### src/rtl/mbc_pkg.sv
package mbc_pkg;

    localparam int AW = 20;
    localparam int DW = 16;
    localparam int NREG = 4;
    localparam int HB = DW / 2;

    typedef enum logic [2:0] {
        PH_IDLE = 3'd0,
        PH_T1   = 3'd1,
        PH_T2   = 3'd2,
        PH_T3   = 3'd3,
        PH_T4   = 3'd4
    } phase_t;

    typedef enum logic [2:0] {
        RG_DRAM0 = 3'd0,
        RG_DRAM1 = 3'd1,
        RG_UPPER = 3'd2,
        RG_LOWER = 3'd3,
        RG_NONE  = 3'd4
    } region_t;

    // Context of the running cycle, captured at acceptance.
    typedef struct packed {
        logic          wr;
        logic          byte_mode;
        logic          hide;
        logic [AW-1:0] addr;
        logic [DW-1:0] wdata;
    } cyc_t;

    function automatic logic in_window(input logic [AW-1:0] a,
                                       input logic [AW-1:0] base,
                                       input logic [AW-1:0] size);
        logic [AW:0] top;
        top = {1'b0, base} + {1'b0, size};
        return (a >= base) && ({1'b0, a} < top);
    endfunction

endpackage

### src/rtl/mbc_region_dec.sv
module mbc_region_dec
    import mbc_pkg::*;
(
    input  logic [AW-1:0] addr,
    input  logic [AW-1:0] dram0_base,
    input  logic [AW-1:0] dram0_size,
    input  logic [AW-1:0] dram1_base,
    input  logic [AW-1:0] dram1_size,
    input  logic [AW-1:0] upper_base,
    input  logic [AW-1:0] lower_limit,
    output region_t       region
);

    logic [NREG-1:0] hit;

    always_comb begin
        hit[RG_DRAM0] = in_window(addr, dram0_base, dram0_size);
        hit[RG_DRAM1] = in_window(addr, dram1_base, dram1_size);
        hit[RG_UPPER] = (addr >= upper_base);
        hit[RG_LOWER] = (addr < lower_limit);
    end

    // Lowest index wins.
    always_comb begin
        region = RG_NONE;
        for (int i = NREG - 1; i >= 0; i--) begin
            if (hit[i]) region = region_t'(i);
        end
    end

endmodule

### src/rtl/mbc_phase_seq.sv
module mbc_phase_seq
    import mbc_pkg::*;
(
    input  logic   clk,
    input  logic   rst,
    input  logic   req,
    output logic   accept,
    output phase_t phase
);

    phase_t nxt;

    assign accept = req && (phase == PH_IDLE || phase == PH_T4);

    always_comb begin
        case (phase)
            PH_T1:   nxt = PH_T2;
            PH_T2:   nxt = PH_T3;
            PH_T3:   nxt = PH_T4;
            default: nxt = accept ? PH_T1 : PH_IDLE;
        endcase
    end

    always_ff @(posedge clk) begin
        if (rst) phase <= PH_IDLE;
        else     phase <= nxt;
    end

    a_r1_t1_to_t2: assert property (@(posedge clk) disable iff (rst)
        phase == PH_T1 |=> phase == PH_T2);
    a_r1_t2_to_t3: assert property (@(posedge clk) disable iff (rst)
        phase == PH_T2 |=> phase == PH_T3);
    a_r1_t3_to_t4: assert property (@(posedge clk) disable iff (rst)
        phase == PH_T3 |=> phase == PH_T4);
    a_r9_no_start_midcycle: assert property (@(posedge clk) disable iff (rst)
        (phase == PH_T1 || phase == PH_T2 || phase == PH_T3) |-> !accept);

endmodule

### src/rtl/mbc_bus_ctrl.sv
module mbc_bus_ctrl
    import mbc_pkg::*;
(
    input  logic          clk,
    input  logic          rst,
    input  logic          req,
    input  logic          req_write,
    input  logic [AW-1:0] req_addr,
    input  logic [DW-1:0] req_wdata,
    input  logic          bus_8bit,
    input  logic [NREG-1:0] dis_bits,
    input  logic          addr_keep_n,
    input  logic [AW-1:0] dram0_base,
    input  logic [AW-1:0] dram0_size,
    input  logic [AW-1:0] dram1_base,
    input  logic [AW-1:0] dram1_size,
    input  logic [AW-1:0] upper_base,
    input  logic [AW-1:0] lower_limit,
    input  logic [DW-1:0] ad_in,
    output logic [AW-1:0] abus,
    output logic [DW-1:0] ad_out,
    output logic          ad_oe_hi,
    output logic          ad_oe_lo,
    output logic [DW-1:0] rdata,
    output logic          rdata_valid,
    output logic [2:0]    phase
);

    region_t region;
    phase_t  ph;
    logic    accept;
    logic    force_drive_q;
    logic    hide_now;
    cyc_t    cyc_q;
    logic    data_ph;

    mbc_region_dec u_dec (
        .addr        (req_addr),
        .dram0_base  (dram0_base),
        .dram0_size  (dram0_size),
        .dram1_base  (dram1_base),
        .dram1_size  (dram1_size),
        .upper_base  (upper_base),
        .lower_limit (lower_limit),
        .region      (region)
    );

    mbc_phase_seq u_seq (
        .clk    (clk),
        .rst    (rst),
        .req    (req),
        .accept (accept),
        .phase  (ph)
    );

    // Override pin: the last sample taken while reset is high is kept.
    always_ff @(posedge clk) begin
        if (rst) force_drive_q <= ~addr_keep_n;
    end

    assign hide_now = !force_drive_q && (region != RG_NONE) && dis_bits[region[1:0]];

    always_ff @(posedge clk) begin
        if (rst) begin
            cyc_q <= '0;
        end else if (accept) begin
            cyc_q.wr        <= req_write;
            cyc_q.byte_mode <= bus_8bit;
            cyc_q.hide      <= hide_now;
            cyc_q.addr      <= req_addr;
            cyc_q.wdata     <= req_wdata;
        end
    end

    always_ff @(posedge clk) begin
        if (rst) begin
            rdata       <= '0;
            rdata_valid <= 1'b0;
        end else begin
            rdata_valid <= (ph == PH_T3) && !cyc_q.wr;
            if (ph == PH_T3 && !cyc_q.wr)
                rdata <= cyc_q.byte_mode ? {{HB{1'b0}}, ad_in[HB-1:0]} : ad_in;
        end
    end

    assign data_ph = (ph == PH_T2) || (ph == PH_T3) || (ph == PH_T4);
    assign phase   = ph;
    assign abus    = (ph == PH_IDLE) ? '0 : cyc_q.addr;

    always_comb begin
        ad_out   = '0;
        ad_oe_hi = 1'b0;
        ad_oe_lo = 1'b0;
        if (ph == PH_T1) begin
            if (!cyc_q.hide) begin
                ad_out   = cyc_q.addr[DW-1:0];
                ad_oe_hi = 1'b1;
                ad_oe_lo = 1'b1;
            end
        end else if (data_ph) begin
            if (cyc_q.byte_mode) begin
                ad_out[DW-1:HB] = cyc_q.addr[DW-1:HB];
                ad_oe_hi        = 1'b1;
            end else if (cyc_q.wr) begin
                ad_out[DW-1:HB] = cyc_q.wdata[DW-1:HB];
                ad_oe_hi        = 1'b1;
            end
            if (cyc_q.wr) begin
                ad_out[HB-1:0] = cyc_q.wdata[HB-1:0];
                ad_oe_lo       = 1'b1;
            end
        end
    end

    a_r2_abus_hold: assert property (@(posedge clk) disable iff (rst)
        data_ph |-> $stable(abus));
    a_r3_t1_addr_drive: assert property (@(posedge clk) disable iff (rst)
        (ph == PH_T1 && ad_oe_lo) |-> (ad_oe_hi && ad_out == abus[DW-1:0]));
    a_r7_read_released: assert property (@(posedge clk) disable iff (rst)
        (data_ph && !cyc_q.wr) |-> !ad_oe_lo);
    a_r7_valid_in_t4: assert property (@(posedge clk) disable iff (rst)
        rdata_valid |-> ph == PH_T4);
    a_r8_high_lane_addr: assert property (@(posedge clk) disable iff (rst)
        (data_ph && cyc_q.byte_mode) |-> (ad_oe_hi && ad_out[DW-1:HB] == abus[DW-1:HB]));
    a_r10_idle_quiet: assert property (@(posedge clk) disable iff (rst)
        ph == PH_IDLE |-> (!ad_oe_hi && !ad_oe_lo && abus == '0));

endmodule

### config.mk
export PLATFORM = sky130hd
export DESIGN_NAME = mbc_bus_ctrl
export DESIGN_NICKNAME = d
export VERILOG_FILES = /design/src/rtl/mbc_pkg.sv /design/src/rtl/mbc_region_dec.sv /design/src/rtl/mbc_phase_seq.sv /design/src/rtl/mbc_bus_ctrl.sv
export SDC_FILE = /design/constraint.sdc
export NUM_CORES = 1
export LEC_CHECK = 0
export BUFFER_PORTS_ARGS = -buffer_cell sky130_fd_sc_hd__buf_2
export CAP_MARGIN = 20
export CORE_AREA = 3 3 167 104
export DETAILED_ROUTE_END_ITERATION = 10
export DIE_AREA = 0 0 170 107
export GPL_TIMING_DRIVEN = 1
export PLACE_DENSITY = 0.86
export SLEW_MARGIN = 20
export SYNTH_ARGS = -nofsm -noshare
export SYNTH_HDL_FRONTEND = slang
export SYNTH_HIERARCHICAL = 1
export SYNTH_SLANG_ARGS = --single-unit
### constraint.sdc
create_clock -name clk -period 4.4 [get_ports clk]
set_clock_uncertainty 0.05 [all_clocks]
set_input_delay 0.22 -clock clk [delete_from_list [all_inputs] [get_ports clk]]
set_output_delay 0.22 -clock clk [all_outputs]
set_load 0.03 [all_outputs]
Word level (Yosys, flattened, before mapping)
Index checks and enable logic that the tools add are counted.
Storage, ports and cells
  register bits after elaboration: 60
  input bits: 182
  output and inout port bits: 58
  logic and storage cells: 59
Cells by class
  equality and inequality tests: 5
  reduce and logical (&&, ||, !) cells: 12
  magnitude comparators: 7
  multiplexer cells: 23
  $add $sub $neg: 2
  bitwise logic cells: 1
Operators with widths (count)
  $mux W16: 4
  $ge A20 B20 Y1: 3
  $add A20 B20 Y21: 2
  $lt A20 B21 Y1: 2
  $mux W8: 3
  $lt A20 B20 Y1: 1
  $mux W20: 1
  $mux W3: 4
  $mux W1: 9
  $pmux W3 S3: 1
  $eq A3 B2 Y1 const B: 2
  $logic_and A1 B1 Y1: 6
  $eq A3 B1 Y1 const B: 1
  $eq A3 B3 Y1 const B: 1
  $logic_not A3 Y1: 1
  $logic_or A1 B1 Y1: 3
  $lt A2 B3 Y1 const B: 1
  $ne A3 B3 Y1 const B: 1
  $bmux W1 S2: 1
  $logic_not A1 Y1: 2
  $not A1 Y1: 1

Longest topological paths before layout
Gate-level depths: netlist of the first run.
  depth after elaboration: 8
  mapped depth: 21
  depth with buffers taken out: 21

Modules after synthesis
The synthesis of the first run kept the hierarchy.
Modules (own cells, without submodules)
  mbc_region_dec: cells an instance 590, area an instance 4531.8 µm², instances 1, seq. area each 0.0 µm²
  mbc_bus_ctrl: cells an instance 259, area an instance 2469.9 µm², instances 1, seq. area each 1151.1 µm²
  mbc_phase_seq: cells an instance 11, area an instance 112.6 µm², instances 1, seq. area each 60.1 µm²

Least setup slack after synthesis of the first run
OpenSTA, ideal clock, no wires.
  path type: input to register
  from: input port dram1_base[5]
  to: register cyc_q[36] (netlist name)
  cell stages on the path: 19
  setup time: 0.116 ns
  arrival: 4.128 ns
  path buffers: 0
  path slack: 0.106 ns
  data required time: 4.234 ns
  cell sequence: ha_1 > a21o_1 > a211o_1 > o221a_4 > o21ai_0 > or3b_2 > nand3_1 > ha_1 > a21oi_1 > nor2b_1 > o21ai_0 > nand3b_1 > o311a_1 > a2111oi_0 > o32a_1 > o21ba_1 > nor2_1 > a221o_1 > a31o_2
Between the ends
  word-level cells in the longest chain between the ends: 8
  elaborated cells on any way between the ends: 11
  classes of those cells: add/sub: 1; order compare: 2; eq/ne: 1; mux: 4; reduce/logical: 3
Ends and longest elaborated chain
  start, declared: RTL line mbc_bus_ctrl.sv:15  | input logic [AW-1:0] dram1_base,
  $add A20 B20 Y21: RTL line mbc_pkg.sv:37  | top = {1'b0, base} + {1'b0, size};
  $lt A20 B21 Y1: RTL line mbc_pkg.sv:38  | return (a >= base) && ({1'b0, a} < top);
  $logic_and A1 B1 Y1 (*): RTL line mbc_pkg.sv:38
  $mux W3 (*) (2 in series): RTL line mbc_region_dec.sv:27  | if (hit[i]) region = region_t'(i);
  named net region[0]: RTL line mbc_bus_ctrl.sv:29  | region_t region;
  $bmux W1 S2 or $ne A3 B3 Y1 (tied branches): RTL line mbc_bus_ctrl.sv:61  | assign hide_now = !force_drive_q && (region != RG_NONE) && dis_bits[region[1:0]];
  $mux W1 (not written as such) or $logic_and A1 B1 Y1 (tied branches): RTL line mbc_bus_ctrl.sv:61
  $logic_and A1 B1 Y1 (*): RTL line mbc_bus_ctrl.sv:61
  end, declared: RTL line mbc_bus_ctrl.sv:34  | cyc_t cyc_q;
The timed path passes the listed nets; every way through them passes the cells marked *. The select of a mux whose other input is x is not followed.
A chain may end at the register's enable or synchronous reset.

Final worst setup path of the first run
  from: input port dram0_base[0]
  to: register cyc_q[36] (netlist name)
Between the ends
  word-level cells in the longest chain between the ends: 7
  elaborated cells on any way between the ends: 10
  classes of those cells: add/sub: 1; order compare: 2; eq/ne: 1; mux: 3; reduce/logical: 3
Ends and longest elaborated chain
  start, declared: RTL line mbc_bus_ctrl.sv:13  | input logic [AW-1:0] dram0_base,
  $add A20 B20 Y21: RTL line mbc_pkg.sv:37
  $lt A20 B21 Y1: RTL line mbc_pkg.sv:38
  $logic_and A1 B1 Y1 (*): RTL line mbc_pkg.sv:38
  $mux W3 (*): RTL line mbc_region_dec.sv:27
  named net region[2]: RTL line mbc_bus_ctrl.sv:29
  $ne A3 B3 Y1 (*): RTL line mbc_bus_ctrl.sv:61
  $logic_and A1 B1 Y1 (*) (2 in series): RTL line mbc_bus_ctrl.sv:61
Marks and branches as above.

==> results of run 1 <==
==> area by class of cell <==
| class | instances | area [µm²] | share of cell area, % |
|---|---|---|---|
| Antenna cell | 3 | 7.51 | 0.0822 |
| Clock buffer | 12 | 246 | 2.70 |
| Clock inverter | 3 | 15.0 | 0.164 |
| Inverter | 93 | 349 | 3.82 |
| Multi-Input combinational cell | 688 | 5580 | 61.1 |
| Sequential cell | 60 | 1210 | 13.3 |
| Tap cell | 209 | 262 | 2.86 |
| Timing Repair Buffer | 275 | 1470 | 16.1 |
==> power breakdown <==
part | leakage [nW] | internal, mW | total [mW] | switching (mW)
clock | 0.132 | 0.389 | 0.613 | 0.224
combinational | 4.26 | 0.514 | 1.13 | 0.617
sequential | 0.492 | 0.588 | 0.626 | 0.0378
total | 4.88 | 1.49 | 2.37 | 0.878
==> layout by cell type, fill, tap and decap left out, types with 4 or more instances in the layout <==
cell	synthesis	layout
a211o_1	6	6
a211oi_1	9	8
a21o_1	34	34
a21oi_1	74	70
a21oi_2	1	4
a22o_1	16	16
buf_2	7	239
buf_4	1	36
clkbuf_16	0	9
dfxtp_1	59	59
ha_1	157	156
inv_1	93	93
mux2i_1	39	39
nand2_1	47	47
nand2b_1	16	15
nand3_1	16	16
nand3b_1	11	11
nand4_1	14	14
nor2_1	64	63
nor2b_1	28	28
nor3_1	10	9
o211ai_1	7	7
o21a_1	6	6
o21ai_0	27	24
o21ai_1	3	6
o21bai_1	5	5
xnor2_1	16	16
xor2_1	18	18
==> what timing repair did <==
| item | in CTS | in global routing |
|---|---|---|
| pin swaps | 1 | 22 |
| buffers inserted | 0 | 3 |
| setup endpoints to repair | 1 | 1 |
| resized for setup | 3 | 20 |
==> sequential cells by signal, summed over array words and instances, names as in the netlist <==
register and count:
rdata 16, force_drive_q 1, u_seq/phase 3, rdata_valid 1, cyc_q 39
==> worst max-delay path: cells and delay by family <==
kind / cells / cell delay (ns)
compound gates: 12 / 2.20
simple gates: 5 / 0.75
fa+ha+maj: 3 / 0.85
xor+xnor: 1 / 0.10
buf+inv: 2 / 0.27
==> per-layer routing <==
layer	vias to the layer above	wire length (µm)	track usage (%)
li1	3649	-	-
met1	3315	11000	34.6
met2	277	9100	33.7
met3	19	1640	4.50
met4	4	240	3.99
met5	-	26	0
==> worst max path at each step <==
stage / startpoint / end / slack, ns / depth (start not counted)
5_1_grt: dram0_base[0] / cyc_q[36]$_SDFFE_PP0P_ / -0.03 / 21
3_3_place_gp: dram1_base[5] / cyc_q[36]$_SDFFE_PP0P_ / -0.19 / 20
3_5_place_dp: dram1_base[0] / cyc_q[36]$_SDFFE_PP0P_ / -0.47 / 22
2_1_floorplan: dram1_base[5] / cyc_q[36]$_SDFFE_PP0P_ / 0.11 / 19
6_report: dram0_base[0] / cyc_q[36]$_SDFFE_PP0P_ / 0.16 / 23
4_1_cts: dram0_base[0] / cyc_q[36]$_SDFFE_PP0P_ / 0.01 / 21
==> cell families after synthesis <==
kind of cell	after synthesis
flops	60
fa+ha+maj	159
xor+xnor	34
buf+inv	112
simple gates	232
mux	39
compound gates	224
==> metrics.csv, run 1 <==
stage,metric,value,unit
outcome,outcome,"complete, no violations",
detailed_routing,drt.antenna.violating_nets,0,
layout,fin_area,9140,µm²
detailed_routing,num_vias,7264,
worst_setup_path,path_max_fanout,2,
clock_network,clk_path_buf_depth,2,
synthesis,yosysTopAreaCell,ha_1,
timing,drv_slew,0,
synthesis,ys_ff_latch,60,
clock_network,clk-insertion-delay-late,0.32,ns
synthesis,yosysWarnings,6,
detailed_routing,dr.pass1.iters,5,
layout,syn_to_final_growth,28.4,%
synthesis,synth_cells,860,
worst_setup_path,r2r_slack,2.06,ns
worst_setup_path,cp.arrival,4.41,ns
place,io_buffer_count,239,
timing,layout_setup_ws,0.158,ns
power_and_ir_drop,ir_drop,162,µV
clock_network,clkTransAtPathRegs,0.05,ns
synthesis,ys_top_cells_by_area,"ha_1, dfxtp_1, mux2i_1",
synthesis,synth-main-ff-cell,dfxtp_1,
worst_setup_path,r2r-end,cyc_q[2]$_SDFFE_PP0P_,
synthesis,synth_nets,1201,
worst_setup_path,critPathLaunchType,input port,
place,placed_area,8740,µm²
worst_setup_path,cp_slowest_stage_delay,0.39,ns
synthesis,yosysMostFrequentCell,ha_1,
place,place_ws,-0.466,ns
synthesis,synth_edf_count,1,
die,coreArea,16000,µm²
timing,post-route-period-util,96.4,%
worst_setup_path,crit_required,4.57,ns
layout,final_util,57.0,%
worst_setup_path,rr_startpoint,u_seq/phase[1]$_SDFF_PP0_,
timing,tightest_slew,0.827,ns
layout,drive_gt1_share,28.6,%
synthesis,synthAdderAreaFrac,28.2,%
synthesis,yosysTopAreaCellShare,27.6,%
worst_hold_path,worstHoldEndpoint,rdata[4]$_SDFFE_PP0P_,
clock_network,htreeDepth,3,
power_and_ir_drop,leakagePower,4.88,nW
clock_network,numCtsBuffers,9,
global_route,grt.total_usage,22.9,%
timing,setup_viol,0,
global_route,first_global_vias,6608,
detailed_routing,drc,0,
synthesis,async_flop_share,0,%
worst_hold_path,hp-start,ad_in[4],
synthesis,synth_area,7110,µm²
detailed_routing,avgRoutedWirePerCell,16.4,µm
timing,min_period,4.24,ns
detailed_routing,avgViaCountPerCell,5.41,
die,die_y,107,µm
timing,hold_viol,0,
global_route,antenna_found_initial,5,
worst_setup_path,slowest_stage,a211o_1,
synthesis,ys_seq_area_share,17.0,%
clock_network,postCtsHoldBufs,0,
global_route,grt_max_degree,62,
clock_network,clock-sinks,60,
timing,clock.fmax,236,MHz
worst_hold_path,hp-class,in -> reg,
worst_setup_path,setup.worst_path.class,in -> reg,
worst_setup_path,path_cells,"buf_2, ha_4, fa_2, a211oi_2, o21ai_1, a211o_1, nor4_4, o31ai_1, nor2_1, o21bai_1, a21oi_1, xor2_1, ha_1, o21ai_0, nand2b_1, a21oi_1, a2111oi_2, a2bb2oi_2, buf_4, nor3b_2, nor2_1, a221o_1, a31o_2",
synthesis,synth.area.mux_share,5.49,%
synthesis,synth-simple-area-share,17.2,%
place,placedCellCount,1322,
synthesis,yosys.area_share.xor_xnor,4.19,%
layout,num-nets-final,1468,
detailed_routing,drt-total-wl,22000,µm
die,ios,240,
layout,fillerInstances,1489,
worst_setup_path,rr_worst_depth,5,
layout,instances_no_fill,1343,
power_and_ir_drop,powerDensity,259,nW/µm²
power_and_ir_drop,finalPower,2.37,mW
die,dieArea,18200,µm²
synthesis,synth_top_family_by_area,adder cells,
die,rows,36,
synthesis,synth_commonest_cells,"ha_1, inv_1, a21oi_1",
clock_network,cts_tree,yes,
clock_network,cts-root-buf,clkbuf_16,
timing,hold_ws,0.0876,ns
synthesis,synth-compound-area-share,21.8,%
timing,tns,0,ns
global_route,overflow,0,
global_route,grt_pass1_wl,33600,µm
synthesis,ys_types,77,
die,initial_core_util,44.4,%
detailed_routing,drt_iter0_drc,504,
die,die_w,170,µm
worst_setup_path,critPathCaptureType,flip-flop,
timing,max-slew-margin-rel,44.7,%
worst_hold_path,hold_depth,3,
place,routabilityCongestion,0.954,
synthesis,avgSynthCellArea,8.27,µm²
flow_run,drv_cap,0,
place,place_hpwl,18100,µm
Note: power is estimated with default switching activity, not from simulation.
==> run 2, diff against run 1 <==
--- a/config.mk
+++ b/config.mk
@@ -11,7 +11,8 @@
 export DETAILED_ROUTE_END_ITERATION = 10
 export DIE_AREA = 0 0 170 107
 export GPL_TIMING_DRIVEN = 1
-export PLACE_DENSITY = 0.86
+export PLACE_DENSITY_LB_ADDON = 0.3
+export RECOVER_POWER = 100
 export SLEW_MARGIN = 20
 export SYNTH_ARGS = -nofsm -noshare
 export SYNTH_HDL_FRONTEND = slang
==> run 2 against run 1 <==
Against the previous run:
- clock-buffer cell count decreased by 1
- hold slack worse by 0.0013 ns
- sequential power about the same
- combinational power about the same
- critical endpoint unchanged
- cell area down 1.2%
- largest cell class unchanged
- setup slack got worse by 0.053 ns
- critical path depth fell by 2
- final cell count up 0.22%
- flip-flop and latch count unchanged
- register-to-register slack worse by 0.04 ns
- the flow now finishes with violations (max-capacitance violations, max-slew violations)
- first-iteration DRC count is 4.8% lower
- power is 0.32% lower
==> metrics.csv, run 2 (synthesis gave the netlist of run 1 again) <==
stage,metric,value,unit
worst_hold_path,hp-class,in -> reg,
place,placed_area,8800,µm²
clock_network,clkTransAtPathRegs,0.05,ns
power_and_ir_drop,switchingPower,885,µW
worst_setup_path,path_cells,"buf_2, ha_1, fa_2, a211oi_2, o21ai_1, a211o_1, nor4_4, o31ai_1, nor2_1, o21bai_1, a21oi_2, xor2_1, ha_1, a21oi_1, nor2b_1, a2111oi_1, o21ai_1, a2bb2oi_2, o21ba_2, a221o_1, a31o_2",
worst_setup_path,slowest_stage,a211o_1,
die,die_y,107,µm
worst_setup_path,crit_required,4.56,ns
power_and_ir_drop,powerDensity,262,nW/µm²
die,rows,36,
die,coreArea,16000,µm²
global_route,grt_pass1_wl,34100,µm
worst_hold_path,hold_depth,3,
worst_setup_path,critPathCaptureType,flip-flop,
place,io_buffer_count,239,
timing,setup_viol,0,
detailed_routing,drc,0,
global_route,grt_max_degree,62,
detailed_routing,drt.antenna.violating_nets,0,
timing,post-route-period-util,97.6,%
clock_network,postCtsHoldBufs,0,
layout,largest_reg_flops,39,
layout,final_cell_mix,"buf_2, ha_1, inv_1",
worst_setup_path,path_max_fanout,3,
clock_network,htreeDepth,3,
detailed_routing,drt_iter0_drc,480,
timing,max-slew-margin-rel,-79.0,%
layout,fin_area,9030,µm²
timing,tightest_slew,2.69,ns
die,initial_core_util,44.4,%
outcome,outcome,"complete, but fails checks",
global_route,first_global_vias,6741,
power_and_ir_drop,ir_drop,161,µV
detailed_routing,avgRoutedWirePerCell,16.3,µm
power_and_ir_drop,clock_power_share,26.6,%
die,die_w,170,µm
flow_run,drv_cap,2,
place,place_ws,-0.374,ns
timing,layout_setup_ws,0.105,ns
power_and_ir_drop,p_int,1.48,mW
clock_network,cts-root-buf,clkbuf_16,
power_and_ir_drop,p_seq_share,26.5,%
worst_setup_path,rr_startpoint,u_seq/phase[1]$_SDFF_PP0_,
worst_setup_path,setup.worst_path.class,in -> reg,
clock_network,cts_tree,yes,
layout,layout_commonest_cell,buf_2,
layout,num-nets-final,1473,
timing,min_period,4.30,ns
detailed_routing,avgViaCountPerCell,5.27,
timing,clock.fmax,233,MHz
worst_setup_path,rr_worst_depth,5,
die,ios,240,
worst_setup_path,r2r_slack,2.02,ns
global_route,grt.total_usage,23.0,%
clock_network,clk_path_buf_depth,2,
detailed_routing,num_vias,7094,
layout,largest-register,cyc_q,
layout,top_regs,"cyc_q (39), rdata (16), u_seq/phase (3)",
power_and_ir_drop,swShare,37.5,%
timing,hold_viol,0,
global_route,overflow,0,
layout,drive_gt1_share,23.5,%
timing,drv_slew,73,
power_and_ir_drop,finalPower,2.36,mW
clock_network,clk-insertion-delay-late,0.32,ns
timing,hold_ws,0.0863,ns
outcome,violations,"max-capacitance violations, max-slew violations",
die,dieArea,18200,µm²
clock_network,clock-sinks,60,
detailed_routing,drt-total-wl,21900,µm
clock_network,numCtsBuffers,9,
power_and_ir_drop,p_comb_share,46.9,%
layout,syn_to_final_growth,26.9,%
worst_setup_path,worstSetupStartpoint,dram0_base[0],
power_and_ir_drop,leakagePower,4.64,nW
detailed_routing,dr.pass1.iters,5,
place,place_hpwl,18000,µm
worst_setup_path,critPathLaunchType,input port,
global_route,antenna_found_initial,1,
worst_setup_path,cp_slowest_stage_delay,0.38,ns
place,routabilityCongestion,0.901,
worst_setup_path,cp.arrival,4.46,ns
layout,num_antenna_cells,0,
layout,fillerInstances,1594,
worst_hold_path,hp-start,ad_in[7],
## run 2: layout make-up
| cell class | count | area, µm² | share of cell area [%] |
|---|---|---|---|
| multi-input cells | 688 | 5510 | 61.0 |
| repair buffers | 280 | 1430 | 15.8 |
| flip-flops and latches | 60 | 1210 | 13.4 |
| inverters | 93 | 349 | 3.87 |
| well taps | 209 | 262 | 2.90 |
| clock buffers | 11 | 243 | 2.69 |
| clock inverters | 5 | 27.5 | 0.305 |
## run 2: path summary, 6_finish.rpt
check	end
setup / recovery	cyc_q[36]$_SDFFE_PP0P_
hold reg to reg	rdata[2]$_SDFFE_PP0P_
setup reg to reg	cyc_q[1]$_SDFFE_PP0P_
hold / removal	rdata[7]$_SDFFE_PP0P_
## run 2: power by group through the flow
stage	sequential (mW)	combinational, mW	clock, mW
floorplan	0.637	0.715	0
global placement	0.635	1.06	0
detailed placement	0.637	1.08	0
CTS	0.626	1.09	0.639
global route	0.632	1.23	0.667
finish	0.626	1.11	0.628
## run 2: layer usage
layer | vias up | GRT usage, % | share of wire, %
met5 | - | 0 | 0.059
met4 | 2 | 2.60 | 0.44
met3 | 8 | 3.91 | 6.9
met2 | 241 | 33.9 | 39
met1 | 3194 | 35.8 | 53
li1 | 3649 | - | -
## run 2: worst max-delay path, delay by kind of cell
kind,cells,cell delay (ns)
xor+xnor,1,0.17
buf+inv,1,0.11
simple gates,3,0.45
compound gates,13,2.64
fa+ha+maj,3,0.86
## run 2: timing repair
action,4_1_cts,5_1_grt
pin swaps,0,6
resized for setup,2,15
setup buffers,0,0
gates cloned,0,0
setup endpoints to repair,1,1
## run 2: metrics by stage
stage | utilization, % | TNS, ns | instances
4_1_cts | 56.6 | 0 | 1346
3_3_place_gp | 54.9 | -0.242 | 1330
5_1_grt | 56.3 | -0.0253 | 1346
6_report | 56.3 | 0 | 1346
3_5_place_dp | 54.9 | -0.374 | 1330
2_1_floorplan | - | 0 | 860
